File: config.mk
export PLATFORM = sky130hd
export DESIGN_NAME = gpio_intwake_top
export DESIGN_NICKNAME = d
export VERILOG_FILES = /design/src/rtl/gpio_iw_pkg.sv /design/src/rtl/gpio_iw_evt.sv /design/src/rtl/gpio_iw_pin.sv /design/src/rtl/gpio_iw_blk.sv /design/src/rtl/gpio_intwake_top.sv
export SDC_FILE = /design/constraint.sdc
export NUM_CORES = 1
export LEC_CHECK = 0
export BUFFER_PORTS_ARGS = -buffer_cell sky130_fd_sc_hd__buf_2
export CORE_UTILIZATION = 50
export CTS_CLUSTER_DIAMETER = 50
export DETAILED_ROUTE_END_ITERATION = 6
export GPL_TIMING_DRIVEN = 0
export PLACE_DENSITY = 0.74
export RECOVER_POWER = 25
export SLEW_MARGIN = 20
export SYNTH_ARGS = -nofsm -noshare
export SYNTH_HDL_FRONTEND = slang
export SYNTH_SLANG_ARGS = --single-unit
File: constraint.sdc
create_clock -name clk -period 2.9 [get_ports clk]
set_input_delay 0.58 -clock clk [delete_from_list [all_inputs] [get_ports clk]]
set_output_delay 0.58 -clock clk [all_outputs]
set_load 0.02 [all_outputs]
File: src/rtl/gpio_iw_pkg.sv
package gpio_iw_pkg;

    localparam int REG_W = 32;
    localparam int DB_W  = 4;
    localparam int LEN_W = 12;

    // pin word bit positions
    localparam int B_OE  = 0;
    localparam int B_OV  = 1;
    localparam int B_STS = 2;
    localparam int B_LVL = 3;
    localparam int B_ACT = 4;
    localparam int B_IEN = 6;
    localparam int B_MSK = 7;
    localparam int B_IST = 8;
    localparam int B_W0  = 9;
    localparam int B_W3  = 10;
    localparam int B_W45 = 11;
    localparam int B_WST = 12;
    localparam int B_DB  = 16;

    // global word
    localparam int G_EN  = 12;

    typedef enum logic [1:0] {
        ACT_HI   = 2'd0,
        ACT_LO   = 2'd1,
        ACT_BOTH = 2'd2,
        ACT_OFF  = 2'd3
    } act_e;

    typedef enum logic [1:0] {
        SLP_RUN  = 2'd0,
        SLP_S0I3 = 2'd1,
        SLP_S3   = 2'd2,
        SLP_S45  = 2'd3
    } slp_e;

    typedef struct packed {
        logic [DB_W-1:0] db;
        logic            wk_s45;
        logic            wk_s3;
        logic            wk_s0;
        logic            msk;
        logic            ien;
        act_e            act;
        logic            lvl_mode;
        logic            ov;
        logic            oe;
    } pin_cfg_t;

    function automatic pin_cfg_t cfg_from_word(input logic [REG_W-1:0] w);
        pin_cfg_t c;
        c.db       = w[B_DB +: DB_W];
        c.wk_s45   = w[B_W45];
        c.wk_s3    = w[B_W3];
        c.wk_s0    = w[B_W0];
        c.msk      = w[B_MSK];
        c.ien      = w[B_IEN];
        c.act      = act_e'(w[B_ACT +: 2]);
        c.lvl_mode = w[B_LVL];
        c.ov       = w[B_OV];
        c.oe       = w[B_OE];
        return c;
    endfunction

    function automatic logic [REG_W-1:0] word_from_cfg(
        input pin_cfg_t c, input logic ist, input logic wst,
        input logic lvl, input logic hide_ien);
        logic [REG_W-1:0] w;
        w               = '0;
        w[B_OE]         = c.oe;
        w[B_OV]         = c.ov;
        w[B_STS]        = lvl;
        w[B_LVL]        = c.lvl_mode;
        w[B_ACT +: 2]   = c.act;
        w[B_IEN]        = c.ien & ~hide_ien;
        w[B_MSK]        = c.msk;
        w[B_IST]        = ist;
        w[B_W0]         = c.wk_s0;
        w[B_W3]         = c.wk_s3;
        w[B_W45]        = c.wk_s45;
        w[B_WST]        = wst;
        w[B_DB +: DB_W] = c.db;
        return w;
    endfunction

    // qualifying event for the current cycle
    function automatic logic trig_hit(input pin_cfg_t c, input logic cur, input logic prev);
        logic hit;
        hit = 1'b0;
        if (c.lvl_mode) begin
            case (c.act)
                ACT_HI:  hit = cur;
                ACT_LO:  hit = ~cur;
                default: hit = 1'b0;
            endcase
        end else begin
            case (c.act)
                ACT_HI:   hit = cur & ~prev;
                ACT_LO:   hit = ~cur & prev;
                ACT_BOTH: hit = cur ^ prev;
                default:  hit = 1'b0;
            endcase
        end
        return hit;
    endfunction

    function automatic logic wake_armed(input pin_cfg_t c, input slp_e s);
        logic a;
        case (s)
            SLP_S0I3: a = c.wk_s0;
            SLP_S3:   a = c.wk_s3;
            SLP_S45:  a = c.wk_s45;
            default:  a = 1'b0;
        endcase
        return a;
    endfunction

endpackage

File: src/rtl/gpio_iw_evt.sv
module gpio_iw_evt
    import gpio_iw_pkg::*;
(
    input  logic     clk,
    input  logic     rst,
    input  pin_cfg_t cfg,
    input  logic     lvl,
    output logic     hit
);
    logic prev_q;

    always_ff @(posedge clk) begin
        if (rst) prev_q <= 1'b0;
        else     prev_q <= lvl;
    end

    assign hit = trig_hit(cfg, lvl, prev_q);
endmodule

File: src/rtl/gpio_iw_pin.sv
module gpio_iw_pin
    import gpio_iw_pkg::*;
(
    input  logic             clk,
    input  logic             rst,
    input  logic             wr,
    input  logic [REG_W-1:0] wdata,
    input  logic             hit,
    input  logic             blocked,
    input  logic [1:0]       sleep,
    output pin_cfg_t         cfg,
    output logic             ist,
    output logic             wst,
    output logic             db_wr
);
    logic ist_set, wst_set, ist_clr, wst_clr;

    assign ist_set = hit & cfg.ien & ~blocked;
    assign wst_set = hit & wake_armed(cfg, slp_e'(sleep)) & ~blocked;
    assign ist_clr = wr & wdata[B_IST];
    assign wst_clr = wr & wdata[B_WST];
    assign db_wr   = wr && (wdata[B_DB +: DB_W] != cfg.db);

    always_ff @(posedge clk) begin
        if (rst) begin
            cfg <= '0;
            ist <= 1'b0;
            wst <= 1'b0;
        end else begin
            if (wr) cfg <= cfg_from_word(wdata);
            ist <= (ist & ~ist_clr) | ist_set;
            wst <= (wst & ~wst_clr) | wst_set;
        end
    end
endmodule

File: src/rtl/gpio_iw_blk.sv
module gpio_iw_blk
    import gpio_iw_pkg::*;
(
    input  logic             clk,
    input  logic             rst,
    input  logic             wr_glb,
    input  logic [REG_W-1:0] wdata,
    input  logic             db_wr_any,
    output logic [REG_W-1:0] glb_word,
    output logic [LEN_W-1:0] cnt,
    output logic             start,
    output logic             blocked
);
    logic             en_q;
    logic [LEN_W-1:0] len_q;

    assign start   = en_q && (len_q != '0) && db_wr_any;
    assign blocked = (cnt != '0);

    always_ff @(posedge clk) begin
        if (rst) begin
            en_q  <= 1'b0;
            len_q <= '0;
            cnt   <= '0;
        end else begin
            if (wr_glb) begin
                en_q  <= wdata[G_EN];
                len_q <= wdata[LEN_W-1:0];
            end
            if (start)        cnt <= len_q;
            else if (blocked) cnt <= cnt - 1'b1;
        end
    end

    always_comb begin
        glb_word              = '0;
        glb_word[G_EN]        = en_q;
        glb_word[LEN_W-1:0]   = len_q;
    end
endmodule

File: src/rtl/gpio_intwake_top.sv
module gpio_intwake_top
    import gpio_iw_pkg::*;
#(
    parameter int NUM_PINS = 4,
    localparam int SEL_W   = $clog2(NUM_PINS + 1)
) (
    input  logic                clk,
    input  logic                rst,
    input  logic                wr_en,
    input  logic [SEL_W-1:0]    wr_sel,
    input  logic [REG_W-1:0]    wr_data,
    input  logic [SEL_W-1:0]    rd_sel,
    output logic [REG_W-1:0]    rd_data,
    input  logic [NUM_PINS-1:0] pin_level,
    input  logic [1:0]          sleep_state,
    output logic [NUM_PINS-1:0] pad_oe,
    output logic [NUM_PINS-1:0] pad_out,
    output logic [NUM_PINS-1:0] pending,
    output logic                irq
);
    localparam logic [SEL_W-1:0] GLB_SEL = SEL_W'(NUM_PINS);

    pin_cfg_t            cfg    [NUM_PINS];
    logic [REG_W-1:0]    pin_word [NUM_PINS];
    logic [NUM_PINS-1:0] ist, wst, db_wr, hit, fire;
    logic [REG_W-1:0]    glb_word;
    logic [LEN_W-1:0]    blk_cnt;
    logic                blk_start, blocked;

    for (genvar i = 0; i < NUM_PINS; i++) begin : g_pin
        gpio_iw_evt u_evt (
            .clk (clk),
            .rst (rst),
            .cfg (cfg[i]),
            .lvl (pin_level[i]),
            .hit (hit[i])
        );

        gpio_iw_pin u_pin (
            .clk     (clk),
            .rst     (rst),
            .wr      (wr_en && (wr_sel == SEL_W'(i))),
            .wdata   (wr_data),
            .hit     (hit[i]),
            .blocked (blocked),
            .sleep   (sleep_state),
            .cfg     (cfg[i]),
            .ist     (ist[i]),
            .wst     (wst[i]),
            .db_wr   (db_wr[i])
        );

        assign pin_word[i] = word_from_cfg(cfg[i], ist[i], wst[i], pin_level[i], blocked);
        assign pad_oe[i]   = cfg[i].oe;
        assign pad_out[i]  = cfg[i].ov;
        assign pending[i]  = ist[i] | wst[i];
        assign fire[i]     = ist[i] & cfg[i].ien & cfg[i].msk;
    end

    gpio_iw_blk u_blk (
        .clk       (clk),
        .rst       (rst),
        .wr_glb    (wr_en && (wr_sel == GLB_SEL)),
        .wdata     (wr_data),
        .db_wr_any (|db_wr),
        .glb_word  (glb_word),
        .cnt       (blk_cnt),
        .start     (blk_start),
        .blocked   (blocked)
    );

    assign irq = |fire;

    always_comb begin
        rd_data = '0;
        if (rd_sel == GLB_SEL) rd_data = glb_word;
        for (int i = 0; i < NUM_PINS; i++) begin
            if (rd_sel == SEL_W'(i)) rd_data = pin_word[i];
        end
    end
endmodule

==> results.py <==
metrics = {
    "cells_and_area": {
        "layout_commonest_cell": "nand2_1",
        "stdcell_count": 863,
        "fillers": 942,
        "diodes": 0,
        "final_cell_mix": "nand2_1 (155), dfxtp_1 (91), a21oi_1 (87)",
        "area_delta_synth_final_pct": 14.4,
        "drive_above_1_share_pct": 17.9,
        "final_util_pct": 59.5,
        "fin_area_mm2": 0.00584,
        "fin_nets": 782,
    },
    "min_path": {
        "hold_path.startpoint": "wr_data[2]",
        "hold_class": "in2reg",
    },
    "clock_tree": {
        "clk_path_buf_depth": 2,
        "clock_sinks": 93,
        "cts_buffers": 9,
        "cts.clk_slew.worst_paths_ps": 90,
        "root_buffer": "clkbuf_8",
        "cts_tree": "yes",
        "clock_latency_ps": 380,
        "htree_levels": 3,
    },
    "setup_path": {
        "crit_slowest_cell": "or4_4",
        "critPathMostFrequentCell": "buf_6",
        "start_kind": "register",
        "crit_buf_inv": 3,
        "cp_max_fo": 10,
        "cpPeakStageDelay_ps": 580,
        "r2r-start": "g_pin[3].u_pin.cfg[13]",
        "critPathCaptureType": "output pin",
        "worstSetupStartpoint": "u_blk.cnt[5]",
        "cp_top_family": "simple AND/OR/NAND/NOR gates",
        "cp.arrival_ps": 2250,
        "path_cells": "or4_4 > nor4b_4 > buf_4 > buf_6 > a41o_1 > buf_6",
        "path_class": "reg2out",
        "worstPathRequired_ps": 2320,
    },
    "yosys": {
        "yosys_warnings": 0,
        "synthMuxAreaShare_pct": 8.94,
        "synth_compound_area_share_pct": 17.1,
        "synth-simple-area-share_pct": 23.1,
        "synthCells": 642,
        "ys_types": 52,
        "netlist_area_mm2": 0.00511,
        "ys_seq_area_share_pct": 36.5,
        "synth-edff-count": 0,
        "synth.avg_cell_area_um2": 7.96,
        "synth_ff_type": "dfxtp_1",
        "synthAdderAreaFrac_pct": 2.45,
        "synth_top_family_by_area": "simple AND/OR/NAND/NOR gates",
        "ys_async_sr_fraction_pct": 0,
        "yosys.area_share.xor_xnor_pct": 3.94,
        "yosys_register_bits": 93,
    },
    "route": {
        "wire_per_inst_um": 16.7,
        "wl_um": 14400,
        "drt_iter0_markers": 290,
        "highest_layer": "met4",
        "vias": 4815,
        "via_per_inst": 5.58,
        "met3WireLength_um": 960,
        "wl_met1_um": 6270,
        "wl_met2_um": 6890,
        "drc_errors": 0,
        "drtAntennaViolNets": 0,
        "firstDrtPassIters": 5,
    },
    "job": {
        "max_cap_viol_count": 0,
    },
    "place": {
        "place_congestion": 0.921,
        "dp_hpwl_um": 11000,
        "placed_cell_area_mm2": 0.00560,
        "io_buffers": 54,
        "dp.cells": 843,
    },
    "die": {
        "die_y_um": 103,
        "core_region_area_mm2": 0.00982,
        "num_rows": 36,
        "initial_core_util_pct": 52.0,
        "io-pin-count": 92,
        "die_x_um": 103,
        "dieArea_mm2": 0.0106,
    },
    "power": {
        "ir_drop_v": 0.000322,
        "pwr_density_cell_mw_per_mm2": 571,
        "p_leak_uw": 0.00229,
        "finalPower_uw": 3330,
    },
    "global_route": {
        "grt_pass1_vias": 4458,
        "overflow": 0,
        "antenna_found_initial": 0,
        "grt_usage_pct": 28.4,
        "grt_pass1_wl_um": 22500,
        "grt_max_degree": 17,
    },
    "sta": {
        "setup_viol": 0,
        "clock_skew_ps": 8.84,
        "drv_slew": 0,
        "period_minus_slack_ps": 2830,
        "fin_crit_sh_pct": 97.7,
        "worstMarginPinSlew_ps": 1450,
        "grt_setup_unrepaired": "false",
        "relSlewSlack_pct": 2.11,
        "whs_ps": 450,
        "fmax_mhz": 353,
        "finalHoldViolCount": 0,
    },
    "run_status": {
        "outcome": "finished, final reports clean",
    },
}
[cell usage after synthesis, types with 4 or more instances]
master	instances	area share [%]
nor3_1	9	0.88
mux2_2	5	1.1
ha_1	10	2.4
xnor2_1	18	3.1
buf_4	25	3.7
o21ai_0	8	0.78
mux2i_1	31	6.1
nor4_1	5	0.61
nor2b_1	11	1.3
o22ai_1	12	1.5
a22o_1	4	0.69
buf_2	14	1.4
o31ai_1	4	0.59
xor2_1	5	0.86
a21oi_1	87	8.5
dfxtp_1	93	36
nand2_1	155	11
clkbuf_1	22	1.6
nor2_1	33	2.4
nand3_1	9	0.88
or2_2	8	0.98
mux4_2	4	1.8
a32oi_1	8	1.4
inv_1	12	0.88
nand2b_1	7	0.86
[what timing repair did]
action | in CTS | in global routing
buffers inserted | 1 | 3
hold buffers | 0 | 0
pin swaps | 1 | 3
endpoints found under the setup margin | 10 | 2
gates resized for setup | 3 | 7
[worst min-delay path: stages]
cell     delay, ps
buf_2          110
nand2_1         50
a21oi_1         50
[state kept, by name (all words and copies together), names as in the netlist]
| register | flops |
|---|---|
| g_pin.u_pin.ist | 4 |
| u_blk.cnt | 12 |
| u_blk.en_q | 1 |
| g_pin.u_pin.cfg | 56 |
| g_pin.u_evt.prev_q | 4 |
| g_pin.u_pin.wst | 4 |
| u_blk.len_q | 12 |
[cell families after synthesis]
group | after synthesis
compound gates | 142
xor+xnor | 23
fa+ha+maj | 10
buf+inv | 76
flops | 93
mux | 40
other cells | 1
simple gates | 257
[power by group]
| part | internal [uW] | switching (uW) | leakage (uW) | total [uW] |
|---|---|---|---|---|
| Sequential | 1370 | 105 | 0.000755 | 1480 |
| Combinational | 444 | 515 | 0.00143 | 959 |
| Clock | 402 | 497 | 0.0000996 | 898 |
[per-stage QoR]
| stage | TNS, ps | setup slack [ps] |
|---|---|---|
| floorplan | 0 | 280 |
| global placement | -468 | -91.3 |
| detailed placement | -626 | -111 |
| CTS | 0 | 21.5 |
| global route | 0 | 10.6 |
| finish | 0 | 66.6 |
[layer usage]
metal / vias to the layer above / track usage, %
met1: 2266 / 35.9
met4: 0 / 11.6
met5: - / 0
li1: 2333 / -
met2: 191 / 48.2
met3: 25 / 4.68
[path summary, 6_finish.rpt]
kind                            cells after the start  slack (ps)                     to
worst max-delay path                                6          70             rd_data[6]
worst min-delay path                                3         450         u_blk.len_q[2]
worst max register to register                      6         870           u_blk.cnt[1]
worst min register to register                      2         480  g_pin[0].u_pin.cfg[6]
[cell type report]
| type | count | area, um^2 | area share, % |
|---|---|---|---|
| clock buffers | 9 | 124 | 2.12 |
| repair buffers | 58 | 294 | 5.03 |
| multi-input cells | 487 | 2910 | 49.8 |
| well taps | 133 | 166 | 2.85 |
| flip-flops and latches | 93 | 1860 | 31.9 |
| clock inverters | 7 | 73.8 | 1.26 |
| inverters | 12 | 45.0 | 0.771 |
| plain buffers | 64 | 364 | 6.23 |
Note: power is estimated with default switching activity, not from simulation.
